### config.mk
export PLATFORM = sky130hd
export DESIGN_NAME = tone_synth
export DESIGN_NICKNAME = d
export VERILOG_FILES = /design/src/rtl/tone_pkg.sv /design/src/rtl/tone_dtmf_map.sv /design/src/rtl/tone_freq_sel.sv /design/src/rtl/tone_nco.sv /design/src/rtl/tone_synth.sv
export SDC_FILE = /design/constraint.sdc
export NUM_CORES = 1
export LEC_CHECK = 0
export ABC_AREA = 1
export BUFFER_PORTS_ARGS = -buffer_cell sky130_fd_sc_hd__buf_4
export CAP_MARGIN = 20
export CORE_MARGIN = 3
export CORE_UTILIZATION = 45
export DETAILED_ROUTE_END_ITERATION = 6
export PLACE_DENSITY_LB_ADDON = 0.2
export SYNTH_ARGS = -nofsm -noshare
export SYNTH_HDL_FRONTEND = slang
export SYNTH_SLANG_ARGS = --single-unit
### constraint.sdc
create_clock -name clk -period 2.05 [get_ports clk]
set_input_delay 0.3075 -clock clk [delete_from_list [all_inputs] [get_ports clk]]
set_output_delay 0.3075 -clock clk [all_outputs]
set_load 0.02 [all_outputs]
### src/rtl/tone_pkg.sv
package tone_pkg;
  typedef enum logic [1:0] {
    MODE_FSK    = 2'd0,
    MODE_ANSWER = 2'd1,
    MODE_DUAL   = 2'd2,
    MODE_SINGLE = 2'd3
  } tone_mode_e;

  // Rounded phase increment for a tone of hz at clock clk_hz, acc_w-bit phase.
  function automatic longint unsigned tone_word(input longint unsigned hz,
                                                input longint unsigned clk_hz,
                                                input int unsigned acc_w);
    longint unsigned scale;
    scale = 64'd1 << acc_w;
    return (hz * scale + clk_hz / 2) / clk_hz;
  endfunction
endpackage

### src/rtl/tone_dtmf_map.sv
module tone_dtmf_map #(
  parameter int ACC_W  = 24,
  parameter int CLK_HZ = 3579545
) (
  input  logic [3:0]       key,
  output logic [ACC_W-1:0] lo_word,
  output logic [ACC_W-1:0] hi_word
);
  import tone_pkg::*;

  localparam logic [ACC_W-1:0] W697  = ACC_W'(tone_word(697,  CLK_HZ, ACC_W));
  localparam logic [ACC_W-1:0] W770  = ACC_W'(tone_word(770,  CLK_HZ, ACC_W));
  localparam logic [ACC_W-1:0] W852  = ACC_W'(tone_word(852,  CLK_HZ, ACC_W));
  localparam logic [ACC_W-1:0] W941  = ACC_W'(tone_word(941,  CLK_HZ, ACC_W));
  localparam logic [ACC_W-1:0] W1209 = ACC_W'(tone_word(1209, CLK_HZ, ACC_W));
  localparam logic [ACC_W-1:0] W1336 = ACC_W'(tone_word(1336, CLK_HZ, ACC_W));
  localparam logic [ACC_W-1:0] W1477 = ACC_W'(tone_word(1477, CLK_HZ, ACC_W));
  localparam logic [ACC_W-1:0] W1633 = ACC_W'(tone_word(1633, CLK_HZ, ACC_W));

  always_comb begin
    case (key)
      4'd1, 4'd2, 4'd3, 4'd13: lo_word = W697;
      4'd4, 4'd5, 4'd6, 4'd14: lo_word = W770;
      4'd7, 4'd8, 4'd9, 4'd15: lo_word = W852;
      default:                 lo_word = W941;
    endcase
  end

  always_comb begin
    case (key)
      4'd1, 4'd4, 4'd7, 4'd11: hi_word = W1209;
      4'd2, 4'd5, 4'd8, 4'd10: hi_word = W1336;
      4'd3, 4'd6, 4'd9, 4'd12: hi_word = W1477;
      default:                 hi_word = W1633;
    endcase
  end
endmodule

### src/rtl/tone_freq_sel.sv
module tone_freq_sel #(
  parameter int ACC_W  = 24,
  parameter int CLK_HZ = 3579545
) (
  input  logic [1:0]       mode,
  input  logic             fsk_v23,
  input  logic             v21_orig,
  input  logic             tx_data,
  input  logic [3:0]       key,
  input  logic             tx_off,
  output logic [ACC_W-1:0] inc_lo,
  output logic [ACC_W-1:0] inc_hi,
  output logic             run_lo,
  output logic             run_hi
);
  import tone_pkg::*;

  localparam logic [ACC_W-1:0] W_ORG_MARK  = ACC_W'(tone_word(980,  CLK_HZ, ACC_W));
  localparam logic [ACC_W-1:0] W_ORG_SPACE = ACC_W'(tone_word(1180, CLK_HZ, ACC_W));
  localparam logic [ACC_W-1:0] W_ANS_MARK  = ACC_W'(tone_word(1650, CLK_HZ, ACC_W));
  localparam logic [ACC_W-1:0] W_ANS_SPACE = ACC_W'(tone_word(1850, CLK_HZ, ACC_W));
  localparam logic [ACC_W-1:0] W_HS_MARK   = ACC_W'(tone_word(1300, CLK_HZ, ACC_W));
  localparam logic [ACC_W-1:0] W_2100      = ACC_W'(tone_word(2100, CLK_HZ, ACC_W));

  logic [ACC_W-1:0] key_lo, key_hi, fsk_word;
  tone_mode_e       sel;

  tone_dtmf_map #(.ACC_W(ACC_W), .CLK_HZ(CLK_HZ)) u_map (
    .key(key), .lo_word(key_lo), .hi_word(key_hi)
  );

  assign sel = tone_mode_e'(mode);

  always_comb begin
    if (fsk_v23)       fsk_word = tx_data ? W_HS_MARK  : W_2100;
    else if (v21_orig) fsk_word = tx_data ? W_ORG_MARK : W_ORG_SPACE;
    else               fsk_word = tx_data ? W_ANS_MARK : W_ANS_SPACE;
  end

  always_comb begin
    inc_lo = '0;
    inc_hi = '0;
    run_lo = 1'b0;
    run_hi = 1'b0;
    case (sel)
      MODE_FSK:    begin run_lo = 1'b1; inc_lo = fsk_word; end
      MODE_ANSWER: begin run_lo = 1'b1; inc_lo = W_2100; end
      MODE_DUAL:   begin
        run_lo = 1'b1; inc_lo = key_lo;
        run_hi = 1'b1; inc_hi = key_hi;
      end
      MODE_SINGLE: begin
        run_lo = ~key[3]; inc_lo = key_lo;
        run_hi =  key[3]; inc_hi = key_hi;
      end
      default: ;
    endcase
    if (tx_off) begin
      run_lo = 1'b0;
      run_hi = 1'b0;
    end
  end
endmodule

### src/rtl/tone_nco.sv
module tone_nco #(
  parameter int ACC_W = 24
) (
  input  logic             clk,
  input  logic             rst_n,
  input  logic             run,
  input  logic [ACC_W-1:0] inc,
  output logic [ACC_W-1:0] phase
);
  // The increment may change on any clock; the accumulated phase is kept.
  always_ff @(posedge clk or negedge rst_n) begin
    if (!rst_n)   phase <= '0;
    else if (run) phase <= phase + inc;
    else          phase <= '0;
  end
endmodule

### src/rtl/tone_synth.sv
module tone_synth #(
  parameter int ACC_W  = 24,
  parameter int CLK_HZ = 3579545
) (
  input  logic             clk,
  input  logic             rst_n,
  input  logic [1:0]       mode,
  input  logic             fsk_v23,
  input  logic             v21_orig,
  input  logic             tx_data,
  input  logic [3:0]       key,
  input  logic             tx_off,
  output logic [ACC_W-1:0] lo_phase,
  output logic             lo_sign,
  output logic [ACC_W-1:0] hi_phase,
  output logic             hi_sign,
  output logic             active
);
  localparam int N_OSC = 2;

  logic [ACC_W-1:0] inc_a   [N_OSC];
  logic [ACC_W-1:0] phase_a [N_OSC];
  logic             run_a   [N_OSC];

  tone_freq_sel #(.ACC_W(ACC_W), .CLK_HZ(CLK_HZ)) u_sel (
    .mode(mode), .fsk_v23(fsk_v23), .v21_orig(v21_orig), .tx_data(tx_data),
    .key(key), .tx_off(tx_off),
    .inc_lo(inc_a[0]), .inc_hi(inc_a[1]), .run_lo(run_a[0]), .run_hi(run_a[1])
  );

  for (genvar i = 0; i < N_OSC; i++) begin : g_osc
    tone_nco #(.ACC_W(ACC_W)) u_nco (
      .clk(clk), .rst_n(rst_n), .run(run_a[i]), .inc(inc_a[i]), .phase(phase_a[i])
    );
  end

  always_ff @(posedge clk or negedge rst_n) begin
    if (!rst_n) active <= 1'b0;
    else        active <= ~tx_off;
  end

  assign lo_phase = phase_a[0];
  assign hi_phase = phase_a[1];
  assign lo_sign  = phase_a[0][ACC_W-1];
  assign hi_sign  = phase_a[1][ACC_W-1];
endmodule

==> metrics.yaml <==
status: "finished with violations"
violations: "negative setup slack"
syn-mean-instance-area_um2: 6.08
netlist_instances: 763
finalCritPeriodShare_pct: 115
seq_area_frac_synth_pct: 26.4
end_kind: "flop"
synth_cell_type_count: 38
criticalPathCategory: "in2reg"
grt_setup_unrepaired: "yes"
cp_max_fo: 4
max_cap_viol_count: 0
r2r_slack_ns: 0.18
die_area_um2: 11600
drtAntennaViolNets: 0
rows: 36
io_pins: 63
drtIter0Drc: 449
initial_core_util_pct: 46.8
tightest_slew_ns: 0.698
coreArea_um2: 9910
clk_pin_slew_worst_paths_ns: 0.11
p_per_area_nw_per_um2: 641
min_path_type: "in2async"
worstPathArrival_ns: 2.60
mostFrequentLayoutCell: "nand2_1"
dp.cells: 1036
via_count: 5785
nNetsFinal: 998
ys_ff_latch: 49
synth-xor-area-share_pct: 0.189
fin_skew_ns: 0.0149
clkLatencyLatePin_ns: 0.32
vdd_ir_drop_max_uv: 440
grt_pass1_vias: 5341
area_delta_synth_final_pct: 63.3
clk_path_buf_depth: 2
wl_um: 17500
grt_max_degree: 50
synth_compound_area_share_pct: 11.1
cts_root_buffer: "clkbuf_8"
setup_violations: 37
chipHeight_um: 108
syn-num-nets: 819
vias_per_cell: 5.38
reg2reg_to: "g_osc[0].u_nco.phase[12]"
wl_per_cell_um: 16.3
tritoncts: "yes"
r2r-start: "g_osc[0].u_nco.phase[2]"
antenna_found_initial: 0
cp.required_ns: 2.30
synth-simple-area-share_pct: 37.3
final_cell_mix: "169 x nand2_1, 164 x buf_4, 110 x inv_1, 75 x nor2_1, 49 x dfrtp_1"
min_period_ns: 2.35
leakage_nw: 3.97
slew_viol_final: 0
setup_slack_ns: -0.299
drcViolationCount: 0
instances_no_fill: 1076
yosys.area_share.adder_pct: 12.2
die_w_um: 108
startpoint_type: "primary input"
antenna_cells: 0
fillers: 688
synth_top_family_by_area: "simple AND/OR/NAND/NOR gates"
fmax_mhz: 426
grt.overflow.total: 0
synthMuxAreaShare_pct: 0
place_hpwl_um: 10800
gp_congestion: 0.926
drive_gt1_share_pct: 45.4
fin_util_pct: 76.5
final-hold-violation-count: 0
yosysWarnings: 0
cts_made_buffers: 5
grt_first_pass_wirelength_um: 24500
r2r_cells: 11
track_usage_pct: 25.8
syn_area_um2: 4640
slew_headroom_pct: 53.4
cts.htree.levels: 2
io_buffers: 62
dr.pass1.iters: 5
cts.sinks: 49
[kinds of logic after synthesis]
| family | Yosys count |
|---|---|
| AND/OR/NAND/NOR | 422 |
| AO/OA/AOI/OAI | 96 |
| XOR/XNOR | 1 |
| buffers and inverters | 151 |
| adder cells (fa/ha/maj) | 44 |
| flip-flops | 49 |
[cell usage after synthesis]
| master | n | share of area (%) |
|---|---|---|
| nor3_2 | 1 | 0.22 |
| inv_2 | 1 | 0.081 |
| buf_6 | 1 | 0.24 |
| nor3_1 | 13 | 1.4 |
| o21ai_2 | 1 | 0.19 |
| nand2_1 | 245 | 20 |
| ha_1 | 42 | 11 |
| clkbuf_1 | 1 | 0.081 |
| o22ai_1 | 1 | 0.13 |
| a21boi_0 | 1 | 0.16 |
| xor2_1 | 1 | 0.19 |
| o22a_1 | 1 | 0.19 |
| inv_1 | 137 | 11 |
| nor3_4 | 1 | 0.35 |
| o32ai_1 | 1 | 0.19 |
| buf_4 | 5 | 0.81 |
| buf_2 | 4 | 0.43 |
| nand4_1 | 11 | 1.5 |
| a211oi_1 | 2 | 0.32 |
| nand2_2 | 3 | 0.40 |
| a2111oi_0 | 1 | 0.19 |
| a21oi_1 | 54 | 5.8 |
| a22oi_1 | 1 | 0.16 |
| nand3b_1 | 2 | 0.32 |
| clkinv_1 | 2 | 0.16 |
| o211ai_1 | 2 | 0.32 |
| nand3_1 | 40 | 4.3 |
| dfrtp_1 | 49 | 26 |
| nand2b_1 | 1 | 0.13 |
| a31oi_1 | 2 | 0.27 |
| nor4_1 | 1 | 0.13 |
| fa_1 | 2 | 0.86 |
| o21ai_0 | 25 | 2.7 |
| or2_2 | 3 | 0.40 |
| nor2_1 | 99 | 8.0 |
| or2_1 | 1 | 0.13 |
| and3_1 | 1 | 0.13 |
| o21ai_1 | 4 | 0.43 |
[registers in the layout (all words and copies together) (netlist names)]
signal             flops
g_osc.u_nco.phase     48
active                 1
[worst max path at each step]
| stage | end | cells after the start | slack [ns] | from |
|---|---|---|---|---|
| 2_1_floorplan | g_osc[1].u_nco.phase[18] | 19 | -0.13 | key[0] |
| 6_report | g_osc[0].u_nco.phase[15] | 22 | -0.30 | key[0] |
| 5_1_grt | g_osc[0].u_nco.phase[20] | 21 | -0.41 | key[0] |
| 3_5_place_dp | g_osc[0].u_nco.phase[17] | 15 | -0.66 | key[0] |
| 3_3_place_gp | g_osc[0].u_nco.phase[17] | 15 | -0.64 | key[0] |
| 4_1_cts | g_osc[0].u_nco.phase[19] | 20 | -0.16 | key[0] |
[layer usage]
metal  vias up  global-route usage (%)  wire (um)
met1      2765                    34.0       7080
met4         0                    5.77        469
met5         -                       0          0
met2       223                    44.6       8850
li1       2749                       -          -
met3        48                    3.90       1090
[cell type report]
cell class	count	area, um^2	share of cell area (%)
flip-flops and latches	49	1230	16.2
clock inverters	2	17.5	0.231
inverters	140	571	7.53
multi-input cells	563	4040	53.4
clock buffers	6	82.6	1.09
well taps	133	166	2.20
repair buffers	183	1470	19.4
[repair_timing]
| action | 4_1_cts | 5_1_grt |
|---|---|---|
| resized for setup | 110 | 184 |
| setup endpoints to repair | 39 | 43 |
| pin swaps | 65 | 84 |
| hold buffers | 0 | 0 |
| buffers inserted | 17 | 20 |
[worst max-delay path, stage by stage]
cell,delay [ns]
buf_12,0.12
inv_16,0.05
buf_12,0.10
ha_4,0.15
inv_4,0.04
buf_4,0.13
a21oi_4,0.15
o211ai_1,0.18
a21oi_2,0.27
ha_4,0.27
buf_6,0.13
nand2_4,0.06
nand2_4,0.06
nand2_2,0.06
nand2_2,0.07
nand2_2,0.07
nand3_2,0.08
inv_2,0.07
nand2_2,0.05
nand2_1,0.05
nand2_1,0.04
nor2_1,0.10
[power breakdown]
group          leakage [nW]  total (W)  switching [W]  internal [W]
combinational          3.26    0.00297        0.00166       0.00131
clock                0.0518   0.000672       0.000390      0.000282
sequential            0.664    0.00121       0.000150       0.00107
total                  3.97    0.00486        0.00220       0.00266
[through the flow]
step	hold slack [ns]	power [W]	setup slack (ns)	cell area [um^2]	TNS (ns)
final	0.00172	0.00486	-0.299	7580	-6.59
after global routing	0.0551	0.00513	-0.410	7580	-9.82
after CTS	0.0422	0.00412	-0.159	6710	-2.56
after detailed placement	0.393	0.00319	-0.664	6050	-21.69
after global placement	0.388	0.00316	-0.635	6050	-19.24
after floorplan	0.0119	0.00232	-0.129	4800	-1.55
No activity file was read; power rests on OpenSTA's default activity.
